[src/rtl/spi_eeprom_cmd.sv]
module spi_eeprom_cmd #(
  parameter int ADDR_BITS = 10,
  parameter int PAGE_BITS = 5
) (
  input  logic                 clk,
  input  logic                 rst_n,
  input  logic                 cs_n,
  input  logic                 sck,
  input  logic                 si,
  input  logic                 hold_n,
  input  logic                 busy,
  input  logic [7:0]           stat_in,
  input  logic [7:0]           rd_data,
  output logic                 so,
  output logic                 so_en,
  output logic [ADDR_BITS-1:0] rd_addr,
  output logic [ADDR_BITS-1:0] wr_addr,
  output logic [7:0]           wr_byte,
  output logic                 wren_pulse,
  output logic                 wrdi_pulse,
  output logic                 stat_wr,
  output logic                 wbyte_wr
);

  typedef enum logic [2:0] {
    S_IDLE, S_CMD, S_ADDR, S_RDAT, S_STAT, S_WDAT, S_WSR, S_MUTE
  } st_t;

  localparam logic [ADDR_BITS-1:0] A_ONE = 1;
  localparam logic [PAGE_BITS-1:0] P_ONE = 1;

  st_t                 st;
  logic                sck_r, sck_p, cs_r, cs_p, si_r, hold_r;
  logic                held, drv, is_wr, so_q;
  logic [3:0]          cnt;
  logic [6:0]          sh, obuf;
  logic [ADDR_BITS-1:0] addr;
  logic [7:0]          nb, obyte;
  logic                rise, fall, out_st;

  assign rise   = sck_r & ~sck_p;
  assign fall   = ~sck_r & sck_p;
  assign nb     = {sh, si_r};
  assign obyte  = (st == S_RDAT) ? rd_data : stat_in;
  assign out_st = (st == S_RDAT) || (st == S_STAT);
  assign so     = so_q;
  assign so_en  = drv && !held && out_st;
  assign rd_addr = addr;

  always_ff @(posedge clk or negedge rst_n) begin
    if (!rst_n) begin
      st <= S_IDLE;
      {sck_r, sck_p, si_r} <= '0;
      {cs_r, cs_p, hold_r} <= '1;
      {held, drv, is_wr, so_q} <= '0;
      cnt <= '0; sh <= '0; obuf <= '0; addr <= '0;
      wr_addr <= '0; wr_byte <= '0;
      {wren_pulse, wrdi_pulse, stat_wr, wbyte_wr} <= '0;
    end else begin
      sck_r <= sck; sck_p <= sck_r; si_r <= si;
      cs_r <= cs_n; cs_p <= cs_r; hold_r <= hold_n;
      {wren_pulse, wrdi_pulse, stat_wr, wbyte_wr} <= '0;
      if (cs_r) begin
        st <= S_IDLE; held <= 1'b0; drv <= 1'b0;
      end else if (cs_p) begin
        st <= S_CMD; cnt <= '0; held <= 1'b0; drv <= 1'b0;
      end else if (held) begin
        if (hold_r && !sck_r) held <= 1'b0;
      end else if (!hold_r && !sck_r && st != S_IDLE) begin
        held <= 1'b1;
      end else if (rise) begin
        if (!out_st) begin
          cnt <= cnt + 4'd1;
          sh  <= nb[6:0];
        end
        case (st)
          S_CMD: if (cnt == 4'd7) begin
            cnt <= '0;
            if (nb[7:4] != 4'd0 || (busy && nb[2:0] != 3'b101)) st <= S_MUTE;
            else case (nb[2:0])
              3'b110: begin wren_pulse <= 1'b1; st <= S_MUTE; end
              3'b100: begin wrdi_pulse <= 1'b1; st <= S_MUTE; end
              3'b101: st <= S_STAT;
              3'b001: st <= S_WSR;
              3'b011: begin st <= S_ADDR; is_wr <= 1'b0; end
              3'b010: begin st <= S_ADDR; is_wr <= 1'b1; end
              default: st <= S_MUTE;
            endcase
          end
          S_ADDR: begin
            addr <= {addr[ADDR_BITS-2:0], si_r};
            if (cnt == 4'd15) begin
              cnt <= '0;
              st  <= is_wr ? S_WDAT : S_RDAT;
            end
          end
          S_WDAT: if (cnt == 4'd7) begin
            cnt <= '0;
            wbyte_wr <= 1'b1; wr_byte <= nb; wr_addr <= addr;
            addr <= {addr[ADDR_BITS-1:PAGE_BITS], addr[PAGE_BITS-1:0] + P_ONE};
          end
          S_WSR: if (cnt == 4'd7) begin
            stat_wr <= 1'b1; wr_byte <= nb; st <= S_MUTE;
          end
          default: ;
        endcase
      end else if (fall && out_st) begin
        cnt <= {1'b0, cnt[2:0] + 3'd1};
        if (cnt[2:0] == 3'd0) begin
          so_q <= obyte[7];
          obuf <= obyte[6:0];
          drv  <= 1'b1;
          if (st == S_RDAT) addr <= addr + A_ONE;
        end else begin
          so_q <= obuf[6];
          obuf <= {obuf[5:0], 1'b0};
        end
      end
    end
  end


  idle_quiet_chk: assert property (@(posedge clk) disable iff (!rst_n)
    (cs_r && $past(cs_r)) |-> (!so_en && !wren_pulse && !wrdi_pulse && !stat_wr && !wbyte_wr));


  busy_gate_chk: assert property (@(posedge clk) disable iff (!rst_n)
    (wren_pulse || wrdi_pulse) |-> !$past(busy));


  read_step_chk: assert property (@(posedge clk) disable iff (!rst_n)
    (st == S_RDAT && $past(st) == S_RDAT) |->
      (rd_addr == $past(rd_addr) || rd_addr == ($past(rd_addr) + A_ONE)));


  hold_freeze_chk: assert property (@(posedge clk) disable iff (!rst_n)
    (held && $past(held)) |-> ($stable(rd_addr) && $stable(so) && !so_en));


  page_fix_chk: assert property (@(posedge clk) disable iff (!rst_n)
    wbyte_wr |-> (wr_addr[ADDR_BITS-1:PAGE_BITS] == rd_addr[ADDR_BITS-1:PAGE_BITS]));

endmodule

[config.mk]
export PLATFORM = sky130hd
export DESIGN_NAME = spi_eeprom_cmd
export DESIGN_NICKNAME = d
export VERILOG_FILES = /design/src/rtl/spi_eeprom_cmd.sv
export SDC_FILE = /design/constraint.sdc
export NUM_CORES = 1
export LEC_CHECK = 0
export ABC_CLOCK_PERIOD_IN_PS = 3000
export BUFFER_PORTS_ARGS = -buffer_cell sky130_fd_sc_hd__buf_2
export CORE_ASPECT_RATIO = 1.2
export CORE_MARGIN = 2
export CORE_UTILIZATION = 58
export CTS_BUF_LIST = sky130_fd_sc_hd__clkbuf_2
export CTS_CLUSTER_SIZE = 12
export DETAILED_ROUTE_END_ITERATION = 6
export GPL_ROUTABILITY_DRIVEN = 0
export GPL_TIMING_DRIVEN = 0
export PLACE_DENSITY = 0.9
export SYNTH_ARGS = -nofsm -noshare
export SYNTH_HDL_FRONTEND = slang
export SYNTH_SLANG_ARGS = --single-unit
[constraint.sdc]
create_clock -name clk -period 3 [get_ports clk]
set_input_delay 0.9 -clock clk [delete_from_list [all_inputs] [get_ports clk]]
set_output_delay 0.9 -clock clk [all_outputs]
set_load 0.005 [all_outputs]
==> parameters.txt, run 1 <==
Parameter                              Value

Power and ir drop
  Total internal power    1220 µW
  P per Cell Area    446.3 nW/µm²
  Pleak    0.001734 µW
  Comb power frac    10.2%
  Share of power burned in registers    54.8%
  Share of power burned in the clock network    35.0%
  Sw Pwr    424.8 µW
  Switching power share of the total    25.83%
  Maximum vdd ir drop    0.3645 mV

STA
  Unrepaired setup endpoints after global routing    no
  Fin crit period    2.798 ns
  Fraction of the cycle the final worst path needs    93.25%
  Hold violation total from the final report    0
  Maximum clock skew at final layout    0.01405 ns
  Worst-margin pin slew    0.7539 ns
  Setup TNS Final    0 ns
  Achievable frequency    0.3574 GHz
  Final critical-path setup slack    0.2024 ns
  Slew Viols, Final    0
  Slew HR    49.74%
  Final setup violating endpoints    0

Global routing
  Largest net degree at the start of global routing    64
  Antenna violations before repair    0
  Residual overflow from global routing    0
  Vias in the first global route    2573
  Gr usage total    23.74%
  Global-route wire length before repair    11450 µm

Final layout
  Non-filler cells in the finished layout    433
  Post-synthesis to final-layout area growth    15.13%
  Number of diodes    0
  Fraction of final layout cells sized beyond drive strength 1    30.46%
  Count of nets after finishing    392

Setup path
  Critical path class    reg -> out
  Data arrival time of the worst path    1.90 ns
  Kind of end point of the critical path    output pin
  Data required time at the worst endpoint    2.10 ns
  Sort of element at the start of the critical path    flop
  Critical path fanouts, max    10
  Internal reg-to-reg setup slack    0.34 ns

Logic synthesis
  Most numerous cell types in the synthesized netlist    60 x sky130_fd_sc_hd__dfrtp_1, 30 x sky130_fd_sc_hd__o21ai_0, 26 x sky130_fd_sc_hd__nand2_1
  Post-synth ARST share    100.0%
  Post-Synthesis Cells    300
  Flip-flop and latch count after synthesis    63
  Area of the mapped netlist    3201 µm²
  Sequential-to-total area share from yosys stat    49.37%
  Syn_nets    326
  Most instantiated flip-flop cell in the synthesis netlist    sky130_fd_sc_hd__dfrtp_1
  Number of warnings printed during yosys synthesis    0
  Library cells used by synthesis    53
  Most frequently used cell type in the post-synthesis netlist    sky130_fd_sc_hd__dfrtp_1
  Ranking of synthesized cells by area    sky130_fd_sc_hd__dfrtp_1 47%, sky130_fd_sc_hd__mux2_2 7.7%, sky130_fd_sc_hd__o21ai_0 4.7%
  Cell type contributing the most total cell area after synthesis    sky130_fd_sc_hd__dfrtp_1
  Mean area per synthesized cell    10.67 µm²
  Share of the synthesized area in the top cell type    46.91%
  Number of enable flip-flop cells after synthesis    0

Route
  Number of nets with antenna violations after detailed routing    0
  Final routed DRC violation total    0
  Post-DR vias/cell    6.002
  Number of vias after detailed routing    2599
  Total length of routed wires    6571 µm
  Routed wirelength normalized by instance count    15.18 µm
  Initial DRC count    217
  Length of the first detailed-routing pass in iterations    5

Clock network
  CTS sink count    63
  Master cell of the clock root buffer    sky130_fd_sc_hd__clkbuf_2
  Post-CTS sizing    0
  Reg clk slew, reported paths    0.16 ns
  H-tree level count    3
  Count of buffers added by post-CTS timing repair for setup    0
  Max Root-Sink Buffers    2
  TritonCTS Buffers    9
  Clock tree from TritonCTS    done
  Number of hold buffers added after CTS    0
  Clk_lat worst skew    0.52 ns

Floorplanning
  Die Y    85.38 µm
  Die X-Extent    71.81 µm
  Core footprint    5298 µm²
  Number of core rows    29
  Die footprint    6131 µm²
  Starting utilization of the core area    60.42%
  I/O pin count    57

Run status
  Result of the run    completed

Worst hold path
  Tightest Hold Check Type    reg -> reg

Job
  Number of maximum-capacitance violations    0

Placement
  Post-placement setup slack    0.4609 ns
  HPWL reported at the end of detailed placement    4534 µm
  PortBufs    56
  Placed Instances    418
kinds of logic after synthesis:
logic type | count (synthesis) | share of synthesized area [%]
compound gates | 75 | 15.33
xor+xnor | 2 | 0.5474
fa+ha+maj | 3 | 1.173
buf+inv | 23 | 3.088
flops | 63 | 49.37
mux | 42 | 15.40
simple gates | 92 | 15.09
power by group through the flow:
stage          combinational (µW)  clock [µW]  sequential (µW)
5_1_grt                       191         616              905
2_1_floorplan                 113           0              909
3_5_place_dp                  169           0              916
3_3_place_gp                  162           0              914
4_1_cts                       169         582              901
6_report                      168         575              901
placed cells by master, fill, tap and decap left out, types with 11 or more instances in the layout:
cell / synthesis / routed
sky130_fd_sc_hd__mux2_2: 22 / 22
sky130_fd_sc_hd__buf_2: 1 / 56
sky130_fd_sc_hd__mux2i_1: 11 / 11
sky130_fd_sc_hd__clkbuf_2: 0 / 11
sky130_fd_sc_hd__nand3_1: 12 / 12
sky130_fd_sc_hd__nor2_1: 14 / 14
sky130_fd_sc_hd__nand2_1: 26 / 26
sky130_fd_sc_hd__o21ai_0: 30 / 30
sky130_fd_sc_hd__dfrtp_1: 60 / 60
sky130_fd_sc_hd__a21oi_1: 12 / 12
registers in the layout (all words and copies together), names as in the netlist, 3 cells and up:
| signal | cells |
|---|---|
| sh | 7 |
| rd_addr | 10 |
| cnt | 4 |
| obuf | 7 |
| wr_byte | 8 |
| wr_addr | 10 |
| st | 3 |
per-layer routing:
metal	track usage, %	vias up	part of all wire (%)
li1	-	1235	-
met2	39.06	93	50
met3	4.513	20	5.3
met5	0	-	0
met1	29.56	1251	42
met4	12.35	0	2.6
worst paths after layout:
kind,start,end,cells after the start
worst max-delay path,st[0]$_DFFE_PN0P_,so_en,4
worst min-delay path,cs_r$_DFF_PN1_,cs_p$_DFF_PN1_,0
worst max register to register,st[1]$_DFFE_PN0P_,wr_addr[7]$_DFFE_PN0P_,6
worst min register to register,cs_r$_DFF_PN1_,cs_p$_DFF_PN1_,0
max in group asynchronous,rst_n,sck_r$_DFF_PN0_,1
min in group asynchronous,rst_n,wbyte_wr$_DFF_PN0_,1
final cells by class:
type                    count  area, µm²
repair buffers             56      282.8
plain buffers              13      61.31
multi-input cells         214       1521
well taps                  62      77.57
clock inverters             5      72.57
fillers                   412       1613
flip-flops and latches     63       1580
clock buffers              11      55.05
inverters                   9      33.78
per-stage QoR:
stage                     power [µW]  instance area (µm²)  util, %  hold WS (ns)
after global placement          1076                 3558    67.17        0.3549
after global routing            1712                 3685    69.56        0.3876
after CTS                       1652                 3686    69.58        0.3799
after floorplan                 1022                 3201        -        0.3533
final                           1644                 3685    69.56        0.3791
after detailed placement        1085                 3558    67.17        0.3586
critical path, stage by stage (launching register included):
cell and delay (ns):
sky130_fd_sc_hd__dfrtp_1 0.40, sky130_fd_sc_hd__buf_2 0.17, sky130_fd_sc_hd__or3b_2 0.48, sky130_fd_sc_hd__a21oi_1 0.19, sky130_fd_sc_hd__buf_2 0.14
No activity file was read; power rests on OpenSTA's default activity.
==> run 2, diff against run 1 <==
CORE_UTILIZATION = 49   (was 58)
PLACE_DENSITY = 0.79   (was 0.9)
REMOVE_ABC_BUFFERS = 1   (was unset)
==> parameters.txt, run 2 (synthesis gave the netlist of run 1 again) <==
Parameter                              Value

Clock network
  TritonCTS Buffers    9
  Number of hold buffers added after CTS    0
  Reg clk slew, reported paths    0.17 ns
  Max Root-Sink Buffers    2
  CTS sink count    63
  Master cell of the clock root buffer    sky130_fd_sc_hd__clkbuf_2
  Clock tree from TritonCTS    done
  Post-CTS sizing    0
  Clk_lat worst skew    0.48 ns
  H-tree level count    3
  Count of buffers added by post-CTS timing repair for setup    0

Global routing
  Residual overflow from global routing    0
  Vias in the first global route    2504
  Global-route wire length before repair    10990 µm
  Gr usage total    19.14%
  Largest net degree at the start of global routing    64
  Antenna violations before repair    0

Route
  Length of the first detailed-routing pass in iterations    4
  Post-DR vias/cell    5.619
  Number of vias after detailed routing    2489
  Routed wirelength normalized by instance count    14.41 µm
  Number of nets with antenna violations after detailed routing    0
  Initial DRC count    128
  Total length of routed wires    6385 µm
  Final routed DRC violation total    0

STA
  Worst-margin pin slew    0.9987 ns
  Fraction of the cycle the final worst path needs    93.15%
  Slew HR    33.29%
  Maximum clock skew at final layout    0.01985 ns
  Fin crit period    2.795 ns
  Unrepaired setup endpoints after global routing    no
  Achievable frequency    0.3578 GHz
  Final setup violating endpoints    0
  Hold violation total from the final report    0
  Setup TNS Final    0 ns
  Slew Viols, Final    0

Placement
  Placed Instances    427
  HPWL reported at the end of detailed placement    4514 µm
  Placed Instance Area    3522 µm²
  PortBufs    56

Job
  Number of maximum-capacitance violations    0

Setup path
  Crit path largest cell delay    0.58 ns
  End point of the critical path    so_en
  Data arrival time of the worst path    1.89 ns
  Crit-path leading delay family    flip-flops
  FF-to-FF End    wr_addr[2]$_DFFE_PN0P_
  Sort of element at the start of the critical path    flop
  Total buffers and inverters traversed by the critical path    1
  Cells traversed along the worst timing path    or3b_2, a21oi_1, buf_2
  Crit path from    st[2]$_DFFE_PN0P_
  Worst reg2reg path startpoint    st[1]$_DFFE_PN0P_
  Data required time at the worst endpoint    2.10 ns
  Critical path fanouts, max    18
  Cell depth of the worst setup path    3
  Master of the slowest instance on the critical path    sky130_fd_sc_hd__dfrtp_2
  Worst R2R Path Depth    5
  Internal reg-to-reg setup slack    0.32 ns
  Critical path class    reg -> out
  Kind of end point of the critical path    output pin

Power and ir drop
  Pleak    0.001697 µW
  P per Cell Area    446.6 nW/µm²
  Maximum vdd ir drop    0.2901 mV

Final layout
  Most common cell after layout, fill and taps aside    sky130_fd_sc_hd__dfrtp_1
  Fraction of final layout cells sized beyond drive strength 1    31.28%
  Total of fill cells in the finished design    569
  Post-synthesis to final-layout area growth    14.39%
  Number of diodes    0
  Fraction of the core area covered by cells at the end of the flow    57.51%
  Post-route cell area    3661 µm²
  Count of nets after finishing    379
  Commonest non-fill, non-tap cells in the layout    59 x sky130_fd_sc_hd__dfrtp_1, 55 x sky130_fd_sc_hd__buf_2, 30 x sky130_fd_sc_hd__o21ai_0
  Non-filler cells in the finished layout    443

Floorplanning
  Die X-Extent    77.78 µm
  Die footprint    7197 µm²
  Number of core rows    32
  Core footprint    6366 µm²
  Die Y    92.53 µm
  I/O pin count    57
  Starting utilization of the core area    50.28%

Worst hold path
  Tightest Hold Check Type    in -> async

Run status
  Result of the run    completed
==> run 2: how the worst min path moves through the flow <==
stage                                         to  slack [ns]  cells past startpoint
final                     wr_addr[1]$_DFFE_PN0P_        0.46                      1
after global routing              cs_r$_DFF_PN1_        0.41                      1
after CTS                         cs_r$_DFF_PN1_        0.45                      1
after detailed placement          cs_p$_DFF_PN1_        0.44                      0
after global placement            cs_p$_DFF_PN1_        0.44                      0
after floorplan                   cs_p$_DFF_PN1_        0.41                      0
==> run 2: final cells by class <==
| cell class | count | area, µm² | area share [%] |
|---|---|---|---|
| Sequential cell | 63 | 1582 | 43.20 |
| Clock buffer | 9 | 45.04 | 1.230 |
| Timing Repair Buffer | 56 | 282.8 | 7.724 |
| Multi-Input combinational cell | 214 | 1524 | 41.63 |
| Tap cell | 85 | 106.4 | 2.905 |
| Clock inverter | 7 | 87.58 | 2.392 |
| Inverter | 9 | 33.78 | 0.9228 |
==> run 2: through the flow <==
step	hold WS (ns)	power [µW]	setup WS, ns
after global placement	0.4362	1071	0.1468
final	0.4575	1635	0.2054
after floorplan	0.4080	1015	0.5332
after CTS	0.4479	1652	0.03940
after global routing	0.4134	1721	0.07227
after detailed placement	0.4376	1079	0.1084
==> run 2: layer usage <==
layer | up-vias | part of all wire, % | global-route usage [%]
li1 | 1212 | - | -
met1 | 1199 | 43 | 23.69
met2 | 71 | 51 | 31.75
met3 | 7 | 4.8 | 4.288
met4 | 0 | 1.3 | 8.780
met5 | - | 0 | 0
==> run 2: where the power goes <==
part           internal, µW  total (µW)  switching [µW]  leakage [µW]
clock network           269         573             304     0.0000730
logic                  60.0         149            89.4      0.000811
registers               878         913            35.0      0.000813
total                  1210        1630             429       0.00170
